===== src/rtl/fcsa_pkg.sv =====
package fcsa_pkg;
    typedef enum logic [2:0] {
        ST_IDLE,
        ST_PREP,
        ST_RUN,
        ST_FIX,
        ST_HOLD
    } fcsa_state_e;
endpackage


===== src/rtl/fcsa_clear_unit.sv =====
module fcsa_clear_unit #(
    parameter int W = 8
) (
    input  logic         clk,
    input  logic         rst_n,
    input  logic         ld_we,
    input  logic         ld_on,
    input  logic [W-1:0] ld_factor,
    input  logic [W-1:0] ld_residue,
    input  logic         do_prep,
    input  logic         do_add,
    input  logic         do_fix,
    input  logic [W-1:0] add_val,
    output logic         hit
);
    logic [W-1:0] cnt;
    logic [W-1:0] offs;
    logic         on;
    logic         ovf_q;
    logic         hit_q;
    logic         in_rng;
    logic [W:0]   sum;
    logic [W:0]   lim;

    assign sum = {1'b0, cnt} + {1'b0, add_val};
    assign lim = {1'b1, {W{1'b0}}} - {1'b0, offs};
    assign hit = hit_q;

    always_ff @(posedge clk) begin
        if (!rst_n) begin
            cnt    <= '0;
            offs   <= '0;
            on     <= 1'b0;
            ovf_q  <= 1'b0;
            hit_q  <= 1'b0;
            in_rng <= 1'b0;
        end else if (ld_we) begin
            offs   <= ~ld_factor + 1'b1;
            cnt    <= ld_residue;
            on     <= ld_on;
            ovf_q  <= 1'b0;
            hit_q  <= 1'b0;
            in_rng <= 1'b0;
        end else if (do_prep && on) begin
            cnt    <= cnt + offs;
            in_rng <= 1'b1;
        end else if (do_add && on) begin
            cnt   <= sum[W-1:0];
            ovf_q <= sum[W];
            hit_q <= sum[W] && (sum[W-1:0] == '0);
        end else if (do_fix) begin
            if (ovf_q) cnt <= cnt + offs;
            ovf_q <= 1'b0;
            hit_q <= 1'b0;
        end
    end


    cnt_range_chk: assert property (@(posedge clk) disable iff (!rst_n)
        (on && in_rng && !ovf_q) |-> (cnt >= offs));

    delta_bound_chk: assert property (@(posedge clk) disable iff (!rst_n)
        (do_add && on) |-> ({1'b0, add_val} < lim));

    carry_pulse_chk: assert property (@(posedge clk) disable iff (!rst_n)
        ovf_q |=> !ovf_q);
endmodule


===== src/rtl/fcsa_seq_ctrl.sv =====
module fcsa_seq_ctrl
    import fcsa_pkg::*;
(
    input  logic clk,
    input  logic rst_n,
    input  logic cfg_arm,
    input  logic in_valid,
    input  logic out_ready,
    input  logic any_hit,
    output logic in_ready,
    output logic out_valid,
    output logic do_prep,
    output logic do_add,
    output logic do_fix,
    output logic can_cfg
);
    fcsa_state_e st, st_nx;

    always_ff @(posedge clk) begin
        if (!rst_n) st <= ST_IDLE;
        else        st <= st_nx;
    end

    always_comb begin
        st_nx = st;
        unique case (st)
            ST_IDLE: if (cfg_arm)   st_nx = ST_PREP;
            ST_PREP:                st_nx = ST_RUN;
            ST_RUN:  if (in_valid)  st_nx = ST_FIX;
            ST_FIX:  st_nx = any_hit ? ST_RUN : ST_HOLD;
            ST_HOLD: if (out_ready) st_nx = ST_RUN;
            default:                st_nx = ST_IDLE;
        endcase
    end

    always_comb begin
        in_ready  = (st == ST_RUN);
        out_valid = (st == ST_HOLD);
        do_prep   = (st == ST_PREP);
        do_add    = (st == ST_RUN) && in_valid;
        do_fix    = (st == ST_FIX);
        can_cfg   = (st == ST_IDLE);
    end


    add_then_fix_chk: assert property (@(posedge clk) disable iff (!rst_n)
        do_add |=> (do_fix && !in_ready && !out_valid));

    hold_wait_chk: assert property (@(posedge clk) disable iff (!rst_n)
        (out_valid && !out_ready) |=> out_valid);

    hit_drop_chk: assert property (@(posedge clk) disable iff (!rst_n)
        (do_fix && any_hit) |=> (!out_valid && in_ready));
endmodule


===== src/rtl/fcsa_out_acc.sv =====
module fcsa_out_acc #(
    parameter int HD_W  = 3,
    parameter int OD_W  = 8,
    parameter int VAL_W = 12
) (
    input  logic             clk,
    input  logic             rst_n,
    input  logic             ld_we,
    input  logic [VAL_W-1:0] ld_base,
    input  logic [VAL_W-1:0] ld_square,
    input  logic             do_add,
    input  logic [HD_W-1:0]  in_hdelta,
    input  logic             out_take,
    output logic [OD_W-1:0]  out_hdelta,
    output logic             out_prime
);
    logic [VAL_W-1:0] cand;
    logic [VAL_W-1:0] sq;
    logic [OD_W-1:0]  acc;

    always_ff @(posedge clk) begin
        if (!rst_n) begin
            cand <= '0;
            sq   <= '0;
            acc  <= '0;
        end else if (ld_we) begin
            cand <= ld_base;
            sq   <= ld_square;
            acc  <= '0;
        end else if (do_add) begin
            cand <= cand + VAL_W'({in_hdelta, 1'b0});
            acc  <= acc + OD_W'(in_hdelta);
        end else if (out_take) begin
            acc  <= '0;
        end
    end

    assign out_hdelta = acc;
    assign out_prime  = (cand < sq);
endmodule


===== src/rtl/fcsa_sieve_array.sv =====
module fcsa_sieve_array #(
    parameter int N_SLOT = 4,
    parameter int CNT_W  = 8,
    parameter int HD_W   = 3,
    parameter int OD_W   = 8,
    parameter int VAL_W  = 12,
    localparam int IW    = (N_SLOT > 1) ? $clog2(N_SLOT) : 1
) (
    input  logic             clk,
    input  logic             rst_n,
    input  logic             cfg_slot_we,
    input  logic [IW-1:0]    cfg_slot_idx,
    input  logic [CNT_W-1:0] cfg_factor,
    input  logic [CNT_W-1:0] cfg_residue,
    input  logic             cfg_slot_on,
    input  logic             cfg_limit_we,
    input  logic [VAL_W-1:0] cfg_base,
    input  logic [VAL_W-1:0] cfg_square,
    input  logic             cfg_arm,
    input  logic             in_valid,
    output logic             in_ready,
    input  logic [HD_W-1:0]  in_hdelta,
    output logic             out_valid,
    input  logic             out_ready,
    output logic [OD_W-1:0]  out_hdelta,
    output logic             out_true_prime
);
    logic              do_prep, do_add, do_fix, can_cfg, any_hit;
    logic [N_SLOT-1:0] hits;
    logic [CNT_W-1:0]  add_val;

    assign add_val = CNT_W'({in_hdelta, 1'b0});
    assign any_hit = |hits;

    fcsa_seq_ctrl u_ctrl (
        .clk       (clk),
        .rst_n     (rst_n),
        .cfg_arm   (cfg_arm),
        .in_valid  (in_valid),
        .out_ready (out_ready),
        .any_hit   (any_hit),
        .in_ready  (in_ready),
        .out_valid (out_valid),
        .do_prep   (do_prep),
        .do_add    (do_add),
        .do_fix    (do_fix),
        .can_cfg   (can_cfg)
    );

    for (genvar g = 0; g < N_SLOT; g++) begin : g_slot
        fcsa_clear_unit #(.W(CNT_W)) u_unit (
            .clk        (clk),
            .rst_n      (rst_n),
            .ld_we      (cfg_slot_we && can_cfg && (cfg_slot_idx == IW'(g))),
            .ld_on      (cfg_slot_on),
            .ld_factor  (cfg_factor),
            .ld_residue (cfg_residue),
            .do_prep    (do_prep),
            .do_add     (do_add),
            .do_fix     (do_fix),
            .add_val    (add_val),
            .hit        (hits[g])
        );
    end

    fcsa_out_acc #(.HD_W(HD_W), .OD_W(OD_W), .VAL_W(VAL_W)) u_acc (
        .clk        (clk),
        .rst_n      (rst_n),
        .ld_we      (cfg_limit_we && can_cfg),
        .ld_base    (cfg_base),
        .ld_square  (cfg_square),
        .do_add     (do_add),
        .in_hdelta  (in_hdelta),
        .out_take   (out_valid && out_ready),
        .out_hdelta (out_hdelta),
        .out_prime  (out_true_prime)
    );


    stall_hold_chk: assert property (@(posedge clk) disable iff (!rst_n)
        (out_valid && !out_ready) |=>
            ($stable(out_hdelta) && $stable(out_true_prime) && !in_ready));

    idle_quiet_chk: assert property (@(posedge clk) disable iff (!rst_n)
        can_cfg |-> (!in_ready && !out_valid));
endmodule


===== config.mk =====
export PLATFORM = sky130hd
export DESIGN_NAME = fcsa_sieve_array
export DESIGN_NICKNAME = d
export VERILOG_FILES = /design/src/rtl/fcsa_pkg.sv /design/src/rtl/fcsa_clear_unit.sv /design/src/rtl/fcsa_seq_ctrl.sv /design/src/rtl/fcsa_out_acc.sv /design/src/rtl/fcsa_sieve_array.sv
export SDC_FILE = /design/constraint.sdc
export NUM_CORES = 1
export LEC_CHECK = 0
export BUFFER_PORTS_ARGS = -buffer_cell sky130_fd_sc_hd__buf_2
export CAP_MARGIN = 20
export CORE_ASPECT_RATIO = 0.6
export CORE_MARGIN = 3
export CORE_UTILIZATION = 29
export DETAILED_ROUTE_END_ITERATION = 6
export HOLD_SLACK_MARGIN = 0.06
export PLACE_DENSITY = 0.52
export SETUP_SLACK_MARGIN = 0.3
export SYNTH_ARGS = -nofsm -noshare
export SYNTH_HDL_FRONTEND = slang
export SYNTH_SLANG_ARGS = --single-unit

===== constraint.sdc =====
create_clock -name clk -period 3.6 [get_ports clk]
set_input_delay 0.72 -clock clk [delete_from_list [all_inputs] [get_ports clk]]
set_output_delay 0.72 -clock clk [all_outputs]
set_load 0.01 [all_outputs]

==> flow_summary_export.csv, run 1 <==
group,metric,value,unit
synth,synth.top_cells.by_area,"dfxtp_1 31%, ha_1 10%, nand2_1 8.2%",
synth,yosys_most_used_dff,"dfxtp_1",
timing,maxClockFrequency,373,MHz
hold_path,min_delay_path_depth,2,
clocking,post_cts_resize_count,0,
worst_setup_path,critical_path.startpoint_type,"flop",
job,max_capacitance_violation_total,0,
floorplanning,core.rowCount,44,
timing,timing.final.hold_violations,0,
clocking,numClockSinks,111,
detailed_routing,drtAntennaViolNets,0,
detailed_routing,drt-initial-drc-count,517,
worst_setup_path,worstPathArrival,2.97,ns
floorplanning,die_width,210,microns
worst_setup_path,timing.rr.start,"u_ctrl.st[1]$_SDFFE_PN0P_",
clocking,clock_latency,0.37,ns
grt,via_count_of_the_first_global_routing_pass,6290,
detailed_routing,routed_wirelength,22800,microns
synth,yosysTopAreaCell,"dfxtp_1",
placement,placed_cell_area,7880,sq um
synth,most_frequent_cells_after_synthesis,"157 x nand2_1, 111 x dfxtp_1, 99 x a21oi_1",
worst_setup_path,setup.worst_path.end_class,"flop",
clocking,htree_num_levels,3,
placement,dp_hpwl,17000,microns
placement,port_buffers,63,
cells_and_area,num-nets-final,1086,
timing,relSlewSlack,37.0,%
synth,ys_seq_elements,111,
synth,synth-seq-area-share,30.8,%
detailed_routing,number_of_detailed_routing_iterations_run_before_antenna_repair,5,
synth,mappedNetlistArea,7210,sq um
detailed_routing,vias,6685,
floorplanning,io-pin-count,64,
cells_and_area,synthToLayoutAreaGrowth,13.1,%
detailed_routing,wl_per_cell,17.7,microns
timing,clock-skew-final,0.00993,ns
worst_setup_path,maximum_fanout_count_along_the_critical_path,18,
timing,timing.final.crit_share,74.5,%
floorplanning,start_util,29.6,%
power,power.leakage,3.19,nW
grt,antenna_found_initial,0,
placement,gpl.final_weighted_congestion,0.854,
clocking,clk_pin_slew,0.08,ns
synth,syn-num-nets,1039,
power,peakVddDrop,0.214,mV
timing,rsz0062_at_grt,"false",
clocking,cts.hold.buffers_added,0,
grt,grt.overflow.total,0,
clocking,post-cts-setup-buffer-count,0,
synth,yosys.cell_types.count,66,
timing,fin_hold_ws,0.456,ns
synth,syn_avg_cell_area,7.86,sq um
cells_and_area,drive_above_1_share,11.4,%
grt,grt_pass1_wl,36900,microns
synth,async_reset_ff_share,0,%
timing,finalSetupViolCount,0,
grt,grt.total_usage,17.5,%
clocking,clock-root-buffer,"clkbuf_16",
worst_setup_path,ff2ff_setup_slack,0.92,ns
clocking,cts_made_buffers,9,
clocking,cts_tree,"done",
synth,yosys.cell_count.top_type,"nand2_1",
floorplanning,placeableCoreArea,24300,sq um
worst_setup_path,r2r_end,"g_slot[3].u_unit.cnt[7]$_SDFFE_PN0P_",
hold_path,hold_path.startpoint,"u_acc.cand[0]$_SDFFE_PN0P_",
worst_setup_path,criticalPathCategory,"flop to flop",
cells_and_area,finalCoreUtilization,33.5,%
detailed_routing,vias_per_cell,5.17,
synth,post-synth-top-area-fraction,30.8,%
cells_and_area,insertedDiodeCount,0,
timing,fin_crit,2.68,ns
timing,tightest_slew,0.938,ns
status,outcome,"complete, no violations",
cells_and_area,design_area,8160,sq um
hold_path,holdPathEnd,"u_acc.cand[0]$_SDFFE_PN0P_",
detailed_routing,drc_errors,0,
hold_path,min_path_type,"flop to flop",
floorplanning,floorplan.die_area,26900,sq um
synth,postSynthCellCount,918,
timing,finalSetupTns,0,ns
floorplanning,die_y,128,microns
grt,grt_start_max_net_pins,41,
synth,synthesis.yosys.warnings,0,
worst_setup_path,timing.critical_path.required,3.89,ns
timing,slew_viol_final,0,
power,powerDensity,352,nW/um^2
worst_setup_path,worst_r2r_path_depth,6,
clocking,cts_buffer_depth,2,
synth,synth_edf_count,0,
-- cell families (layout without fill, tap and decap cells) --
family | after synthesis | count (layout) | synth area share, %
adders and majority gates | 68 | 68 | 12.8
and+or+nand+nor | 334 | 334 | 21.7
DFF | 111 | 111 | 30.8
muxes | 10 | 10 | 1.51
buffers and inverters | 83 | 135 | 4.47
xor gates and xnor gates | 42 | 42 | 5.10
AOI/OAI and AO/OA | 270 | 270 | 23.5
-- worst max-delay path by stage --
stage                                     from                              endpoint  slack, ns  depth (start not counted)
floorplan                         in_hdelta[1]     g_slot[0].u_unit.hit$_SDFFE_PP0P_       1.05                          6
CTS                 u_acc.cand[1]$_SDFFE_PN0P_                        out_true_prime       0.93                          7
detailed placement                in_hdelta[0]     g_slot[0].u_unit.hit$_SDFFE_PP0P_       0.69                          8
global route         u_ctrl.st[1]$_SDFFE_PN0P_  g_slot[3].u_unit.cnt[7]$_SDFFE_PN0P_       0.67                          6
finish               u_ctrl.st[1]$_SDFFE_PN0P_  g_slot[3].u_unit.cnt[7]$_SDFFE_PN0P_       0.92                          6
global placement                  in_hdelta[0]     g_slot[0].u_unit.hit$_SDFFE_PP0P_       0.71                          8
-- stage by stage --
step	cells	power, mW	setup WS (ns)
2_1_floorplan	918	1.71	1.05
3_3_place_gp	1276	1.90	0.705
3_5_place_dp	1276	1.90	0.691
4_1_cts	1292	2.91	0.929
5_1_grt	1292	3.05	0.666
6_report	1292	2.87	0.918
-- worst max-delay path: stages, from the launching register on --
cell and delay [ns]:
dfxtp_1 0.79, and3b_1 0.44, a22oi_1 0.18, o21ai_1 0.56, o221ai_1 0.23, a31o_2 0.24, a211oi_1 0.16
-- flip-flops by register name (all words and copies together) (netlist names) --
signal / cells
g_slot.u_unit.ovf_q: 4
u_acc.sq: 12
g_slot.u_unit.hit: 4
u_ctrl.st: 3
g_slot.u_unit.on: 4
u_acc.cand: 12
g_slot.u_unit.cnt: 32
g_slot.u_unit.offs: 32
u_acc.out_hdelta: 8
-- cells in the final DEF, fill, tap and decap left out, drive strengths merged, types with 14 or more instances in the layout --
cell type / netlist / final
nor2: 57 / 57
o21ai: 51 / 51
a211oi: 16 / 16
inv: 42 / 44
xor2: 16 / 16
buf: 6 / 77
a21oi: 99 / 99
ha: 58 / 58
a21o: 15 / 15
xnor2: 26 / 26
nand3: 19 / 19
nand2: 157 / 157
nor2b: 16 / 16
nor3: 14 / 14
dfxtp: 111 / 111
-- power breakdown --
part / internal, mW / switching [mW]
combinational: 0.210 / 0.309
clock: 0.478 / 0.519
sequential: 1.29 / 0.0722
-- routing by layer --
metal | up-vias | wire (microns) | global-route usage [%]
li1 | 3364 | - | -
met1 | 3156 | 12500 | 27.8
met2 | 155 | 8790 | 24.0
met3 | 10 | 1380 | 3.94
met4 | 0 | 140 | 2.52
met5 | - | 0 | 0
-- final cells by class --
class | count | area [sq um]
clock inverters | 7 | 57.6
flip-flops and latches | 111 | 2220
multi-input cells | 724 | 4680
fillers | 2602 | 16200
inverters | 42 | 158
clock buffers | 9 | 225
well taps | 322 | 403
repair buffers | 77 | 420
Note: power is estimated with default switching activity, not from simulation.
==> run 2: changes to the inputs <==
- clock period: 3.6 -> 2.79 ns (I/O delays scaled with it)
==> run 2 against run 1 <==
  * Clock power increased by 35%
  * Die area unchanged
  * First-iteration DRC count increased by 14%
  * Wire length increased by 0.53%
  * Highest routed layer unchanged
  * Worst hold slack got worse by 0.033 ns
  * Final area increased by 2.1%
  * Register-to-register slack got worse by 0.48 ns
  * Sequential power increased by 29%
  * Flip-flop and latch count unchanged
  * Critical path type is now flop to output pin
  * Sequential share of layout area decreased by 0.52 points
==> flow_summary_export.csv, run 2 (synthesis gave the netlist of run 1 again) <==
group,metric,value,unit
cells_and_area,largest_registers,"g_slot.u_unit.cnt x32, g_slot.u_unit.offs x32",
timing,clock-skew-final,0.0113,ns
timing,rsz0062_at_grt,"true",
floorplanning,start_util,29.6,%
grt,grt_pass1_wl,36100,microns
grt,via_count_of_the_first_global_routing_pass,6145,
detailed_routing,number_of_detailed_routing_iterations_run_before_antenna_repair,5,
grt,antenna_found_initial,1,
timing,timing.final.crit_share,85.5,%
grt,grt.total_usage,17.2,%
clocking,clk_pin_slew,0.07,ns
floorplanning,core.rowCount,44,
detailed_routing,routed_wirelength,23000,microns
timing,relSlewSlack,44.8,%
worst_setup_path,criticalPathCategory,"flop to output pin",
worst_setup_path,worstPathArrival,1.83,ns
worst_setup_path,critical_path.startpoint_type,"flop",
worst_setup_path,timing.critical_path.required,2.23,ns
placement,dp_hpwl,17300,microns
detailed_routing,vias_per_cell,5.14,
detailed_routing,routed_met3_length,1310,microns
timing,fin_hold_ws,0.423,ns
floorplanning,io-pin-count,64,
detailed_routing,route.top_layer_used,"met4",
cells_and_area,finish.cell_count_without_fillers,1309,
clocking,cts_tree,"done",
clocking,cts_made_buffers,9,
floorplanning,floorplan.die_area,26900,sq um
cells_and_area,insertedDiodeCount,0,
job,max_capacitance_violation_total,0,
status,outcome,"complete, no violations",
power,powerDensity,456,nW/um^2
power,peakVddDrop,0.309,mV
worst_setup_path,setup.worst_path.end_class,"output pin",
placement,gpl.final_weighted_congestion,0.849,
cells_and_area,drive_above_1_share,13.8,%
placement,port_buffers,63,
clocking,clock-root-buffer,"clkbuf_16",
detailed_routing,vias,6729,
timing,timing.final.hold_violations,0,
clocking,htree_num_levels,3,
grt,grt.overflow.total,0,
cells_and_area,finalCoreUtilization,34.3,%
cells_and_area,synthToLayoutAreaGrowth,15.5,%
detailed_routing,drt-initial-drc-count,590,
floorplanning,placeableCoreArea,24300,sq um
detailed_routing,wl_per_cell,17.5,microns
timing,finalSetupTns,0,ns
detailed_routing,met2RoutedLength,9060,microns
timing,tightest_slew,0.822,ns
worst_setup_path,maximum_fanout_count_along_the_critical_path,2,
clocking,clock_latency,0.37,ns
timing,slew_viol_final,0,
detailed_routing,drtAntennaViolNets,0,
detailed_routing,wl_met1,12400,microns
cells_and_area,layout.cells.most_common,"nand2_1",
clocking,numClockSinks,111,
power,power.leakage,3.30,nW
hold_path,min_path_type,"input port to flop",
power,total_power_draw,3.80,mW
floorplanning,die_width,210,microns
clocking,cts.hold.buffers_added,0,
timing,finalSetupViolCount,0,
timing,maxClockFrequency,419,MHz
timing,fin_crit,2.38,ns
clocking,cts_buffer_depth,2,
floorplanning,die_y,128,microns
grt,grt_start_max_net_pins,25,
cells_and_area,num-nets-final,1103,
cells_and_area,layout_common_cells,"157 x nand2_1, 108 x dfxtp_1, 97 x a21oi_1",
detailed_routing,drc_errors,0,
placement,post-place-cells,1293,
[run 2: cell count changes in the layout (fill, tap and decap cells not counted), sizes merged]
| cell | delta |
|---|---|
| clkinvlp | -3 |
| clkbuf | +4 |
| clkinv | -1 |
| buf | +17 |
[run 2: worst max-delay path: stages, from the launching register on]
cell and delay (ns):
dfxtp_1 0.33, inv_1 0.05, ha_1 0.28, a21o_1 0.17, a21oi_2 0.13, o21ai_1 0.08
a21oi_1 0.14, o21a_1 0.15, buf_2 0.13
[run 2: per-layer routing]
layer,global-route usage [%],up-vias
li1,-,3401
met1,27.5,3147
met2,23.3,156
met3,3.79,25
met4,3.11,0
met5,0,-
[run 2: what timing repair did]
| action | 4_1_cts | 5_1_grt |
|---|---|---|
| buffers inserted | 0 | 0 |
| pin swaps | 0 | 3 |
| gates resized for setup | 1 | 9 |
| setup endpoints to repair | 1 | 3 |
| endpoints found under the hold margin | 0 | 0 |
[run 2: area by class of cell]
class	count	area (sq um)
clock buffer	13	280
inverter	42	158
sequential	111	2230
tap	322	403
clock inverter	3	22.5
timing repair buffer	94	548
fill	2598	16000
multi-input combinational	724	4700
[run 2: path summary, 6_finish.rpt]
| path | start | endpoint | cells past startpoint | slack [ns] |
|---|---|---|---|---|
| min | cfg_square[6] | u_acc.sq[6]$_SDFFE_PN0P_ | 3 | 0.42 |
| max | u_acc.sq[1]$_SDFFE_PN0P_ | out_true_prime | 8 | 0.41 |
| min reg2reg | u_acc.cand[0]$_SDFFE_PN0P_ | u_acc.cand[0]$_SDFFE_PN0P_ | 2 | 0.45 |
| max reg2reg | g_slot[0].u_unit.cnt[1]$_SDFFE_PN0P_ | g_slot[0].u_unit.hit$_SDFFE_PP0P_ | 7 | 0.44 |
[run 2: through the flow]
stage / setup slack [ns] / area [sq um]
after global placement: 0.170 / 8010
after floorplan: 0.405 / 7210
after global routing: 0.271 / 8340
after CTS: 0.332 / 8310
after detailed placement: 0.104 / 8010
final: 0.406 / 8340
[run 2: power by group]
| part | switching (mW) | internal (mW) | leakage [nW] |
|---|---|---|---|
| registers | 0.0900 | 1.66 | 0.904 |
| logic | 0.414 | 0.291 | 2.24 |
| clock network | 0.637 | 0.710 | 0.153 |
==> run 3: changes to the inputs <==
- ABC_AREA: unset -> 1
==> run 3 against run 2 <==
  * Sequential power up 7%
  * Critical path depth down 1
  * Synthesized cell count up 29%
  * First-iteration DRC count up 9.8%
  * Clock power about the same
  * Die area up 9.2%
  * Flip-flop and latch count unchanged
  * Worst hold slack better by 0.024 ns
  * Global-route usage down 0.13 points
  * Combinational power up 91%
  * Critical endpoint unchanged
  * Highest routed layer unchanged
==> flow_summary_export.csv, run 3 <==
group,metric,value,unit
timing,timing.final.hold_violations,0,
synth,muxShareOfSynthArea,0,%
worst_setup_path,maximum_fanout_count_along_the_critical_path,3,
timing,fin_crit,2.38,ns
grt,grt.total_usage,17.1,%
synth,synth_xor_xnor_area_share,2.99,%
cells_and_area,finish.cell_count_without_fillers,1611,
worst_setup_path,ff2ff_setup_slack,0.68,ns
cells_and_area,insertedDiodeCount,0,
floorplanning,placeableCoreArea,26600,sq um
clocking,numClockSinks,111,
floorplanning,core.rowCount,46,
grt,via_count_of_the_first_global_routing_pass,6944,
worst_setup_path,crit_path_frequent_cell,"a21oi_1",
floorplanning,start_util,29.7,%
detailed_routing,vias_per_cell,4.74,
clocking,clk_pin_slew,0.08,ns
synth,most_frequent_cells_after_synthesis,"283 x nand2_1, 179 x inv_1, 117 x nand3_1",
synth,yosys.cell_count.top_type,"nand2_1",
grt,grt.overflow.total,0,
clocking,cts_buffer_depth,2,
worst_setup_path,worst_r2r_path_depth,10,
power,power.leakage,4.23,nW
worst_setup_path,setup.worst_path.end_class,"output pin",
synth,synth_compound_area_share,13.4,%
placement,gpl.final_weighted_congestion,0.897,
grt,grt_pass1_wl,39200,microns
detailed_routing,drtAntennaViolNets,0,
timing,relSlewSlack,46.3,%
synth,post-synth-top-area-fraction,28.1,%
timing,fin_hold_ws,0.447,ns
synth,yosysTopAreaCell,"dfxtp_1",
floorplanning,io-pin-count,64,
detailed_routing,wl_per_cell,15.5,microns
clocking,htree_num_levels,3,
floorplanning,floorplan.die_area,29400,sq um
detailed_routing,drt-initial-drc-count,648,
power,peakVddDrop,0.286,mV
cells_and_area,layout.cells.most_common,"nand2_1",
synth,synth.top_cells.by_area,"dfxtp_1 28%, nand2_1 13%, ha_1 9.2%",
worst_setup_path,slowest_delay,0.40,ns
detailed_routing,wl_met1,13400,microns
detailed_routing,vias,7631,
clocking,post_cts_resize_count,0,
clocking,clock-root-buffer,"clkbuf_16",
power,powerDensity,512,nW/um^2
detailed_routing,routed_wirelength,24900,microns
worst_setup_path,r2r_end,"g_slot[3].u_unit.cnt[7]$_SDFFE_PN0P_",
synth,syn_avg_cell_area,6.70,sq um
synth,postSynthCellCount,1181,
grt,grt_start_max_net_pins,49,
timing,clock-skew-final,0.0141,ns
floorplanning,die_y,134,microns
synth,synth_fa_ha_area_share,11.7,%
clocking,cts.hold.buffers_added,0,
cells_and_area,n_fill_cell,2901,
placement,port_buffers,63,
timing,finalSetupViolCount,0,
placement,dp_hpwl,19200,microns
clocking,post-cts-setup-buffer-count,0,
placement,post-place-cells,1595,
cells_and_area,drive_above_1_share,11.7,%
detailed_routing,routed_met3_length,1650,microns
clocking,cts_made_buffers,9,
synth,yosys.cell_types.count,45,
worst_setup_path,timing.rr.start,"g_slot[3].u_unit.cnt[1]$_SDFFE_PN0P_",
synth,ys_seq_elements,111,
timing,finalSetupTns,0,ns
detailed_routing,number_of_detailed_routing_iterations_run_before_antenna_repair,5,
timing,slew_viol_final,0,
cells_and_area,synthToLayoutAreaGrowth,13.1,%
worst_setup_path,criticalPathCategory,"flop to output pin",
timing,rsz0062_at_grt,"false",
timing,timing.final.crit_share,85.2,%
synth,largest_family_of_logic_cells_by_synthesized_area,"simple AND/OR/NAND/NOR gates",
hold_path,min_delay_path_depth,3,
synth,synth-seq-area-share,28.1,%
hold_path,hold_path.startpoint,"cfg_base[0]",
job,max_capacitance_violation_total,0,
detailed_routing,drc_errors,0,
worst_setup_path,timing.critical_path.required,2.23,ns
worst_setup_path,critical_path.cell_chain,"ha_1 -> a21oi_1 -> nor2_1 -> a211oi_2 -> o21ai_0 -> a21oi_1 -> buf_2",
hold_path,min_path_type,"input port to flop",
cells_and_area,largest_registers,"g_slot.u_unit.cnt x32, g_slot.u_unit.offs x32",
clocking,cts_tree,"done",
detailed_routing,met2RoutedLength,9530,microns
hold_path,holdPathEnd,"u_acc.cand[0]$_SDFFE_PN0P_",
status,outcome,"complete, no violations",
clocking,clock_latency,0.37,ns
floorplanning,die_width,219,microns
timing,maxClockFrequency,421,MHz
detailed_routing,route.top_layer_used,"met4",
synth,synth_edf_count,0,
worst_setup_path,cpMaxStageDelayCell,"dfxtp_1",
synth,syn-num-nets,1302,
worst_setup_path,worstPathArrival,1.82,ns
synth,synthesis.yosys.warnings,0,
synth,async_reset_ff_share,0,%
timing,tightest_slew,0.800,ns
cells_and_area,num-nets-final,1367,
cells_and_area,layout_common_cells,"283 x nand2_1, 179 x inv_1, 117 x nand3_1",
synth,mappedNetlistArea,7910,sq um
synth,synth_simple_gate_area_share,33.0,%
synth,yosys_most_used_dff,"dfxtp_1",
grt,antenna_found_initial,1,
worst_setup_path,critical_path.startpoint_type,"flop",
## run 3: cell count changes after synthesis, moves of 15 or more
cell,previous run,this run
clkbuf_1,35,11
nor2b_1,16,0
nand3_1,19,117
nand2_1,157,283
nand4_1,8,23
inv_2,0,16
inv_1,42,179
o21ai_1,1,20
a21oi_1,99,71
## run 3: stage by stage
| stage | power [mW] | setup slack (ns) | util (%) | instance area [sq um] |
|---|---|---|---|---|
| 6_report | 4.58 | 0.413 | 33.6 | 8940 |
| 5_1_grt | 4.90 | 0.323 | 33.6 | 8940 |
| 4_1_cts | 4.61 | 0.318 | 33.6 | 8930 |
| 3_5_place_dp | 3.25 | 0.275 | 32.5 | 8640 |
| 3_3_place_gp | 3.24 | 0.327 | 32.5 | 8640 |
| 2_1_floorplan | 2.84 | 0.772 | - | 7910 |
## run 3: critical path: cells and delay by family (launching register included)
family | cells | cell delay (ns)
compound gates | 4 | 0.57
flops | 1 | 0.40
fa+ha+maj | 1 | 0.27
buf+inv | 1 | 0.14
simple gates | 1 | 0.07
## run 3: worst max-delay path by stage
stage | startpoint | end | slack, ns | cells past startpoint
2_1_floorplan | in_hdelta[1] | g_slot[3].u_unit.cnt[7]$_SDFFE_PN0P_ | 0.77 | 9
3_3_place_gp | in_hdelta[0] | g_slot[3].u_unit.cnt[7]$_SDFFE_PN0P_ | 0.33 | 12
3_5_place_dp | in_hdelta[0] | g_slot[3].u_unit.cnt[7]$_SDFFE_PN0P_ | 0.28 | 11
4_1_cts | u_acc.sq[9]$_SDFFE_PN0P_ | out_true_prime | 0.32 | 8
5_1_grt | u_acc.sq[5]$_SDFFE_PN0P_ | out_true_prime | 0.32 | 8
6_report | u_acc.cand[9]$_SDFFE_PN0P_ | out_true_prime | 0.41 | 7
## run 3: cell families after synthesis
family,after synthesis
AND/OR/NAND/NOR,562
buffers and inverters,218
AO/OA/AOI/OAI,195
flip-flops,111
adder cells (fa/ha/maj),68
XOR/XNOR,27
## run 3: layout make-up
class,instances,area (sq um),share of cell area [%]
flip-flops and latches,111,2220,24.9
clock buffers,9,225,2.52
well taps,360,450,5.04
multi-input cells,852,4830,54.0
repair buffers,75,405,4.53
clock inverters,7,63.8,0.713
inverters,197,742,8.30
## run 3: routing by layer
layer	GRT usage (%)	vias to the layer above
met1	27.3	3412
met3	3.76	20
li1	-	4003
met2	23.1	196
met5	0	-
met4	3.38	0
## run 3: report_power, final
part | internal [mW] | switching [mW]
Sequential | 1.73 | 0.153
Clock | 0.630 | 0.715
Combinational | 0.485 | 0.868
Total | 2.85 | 1.74
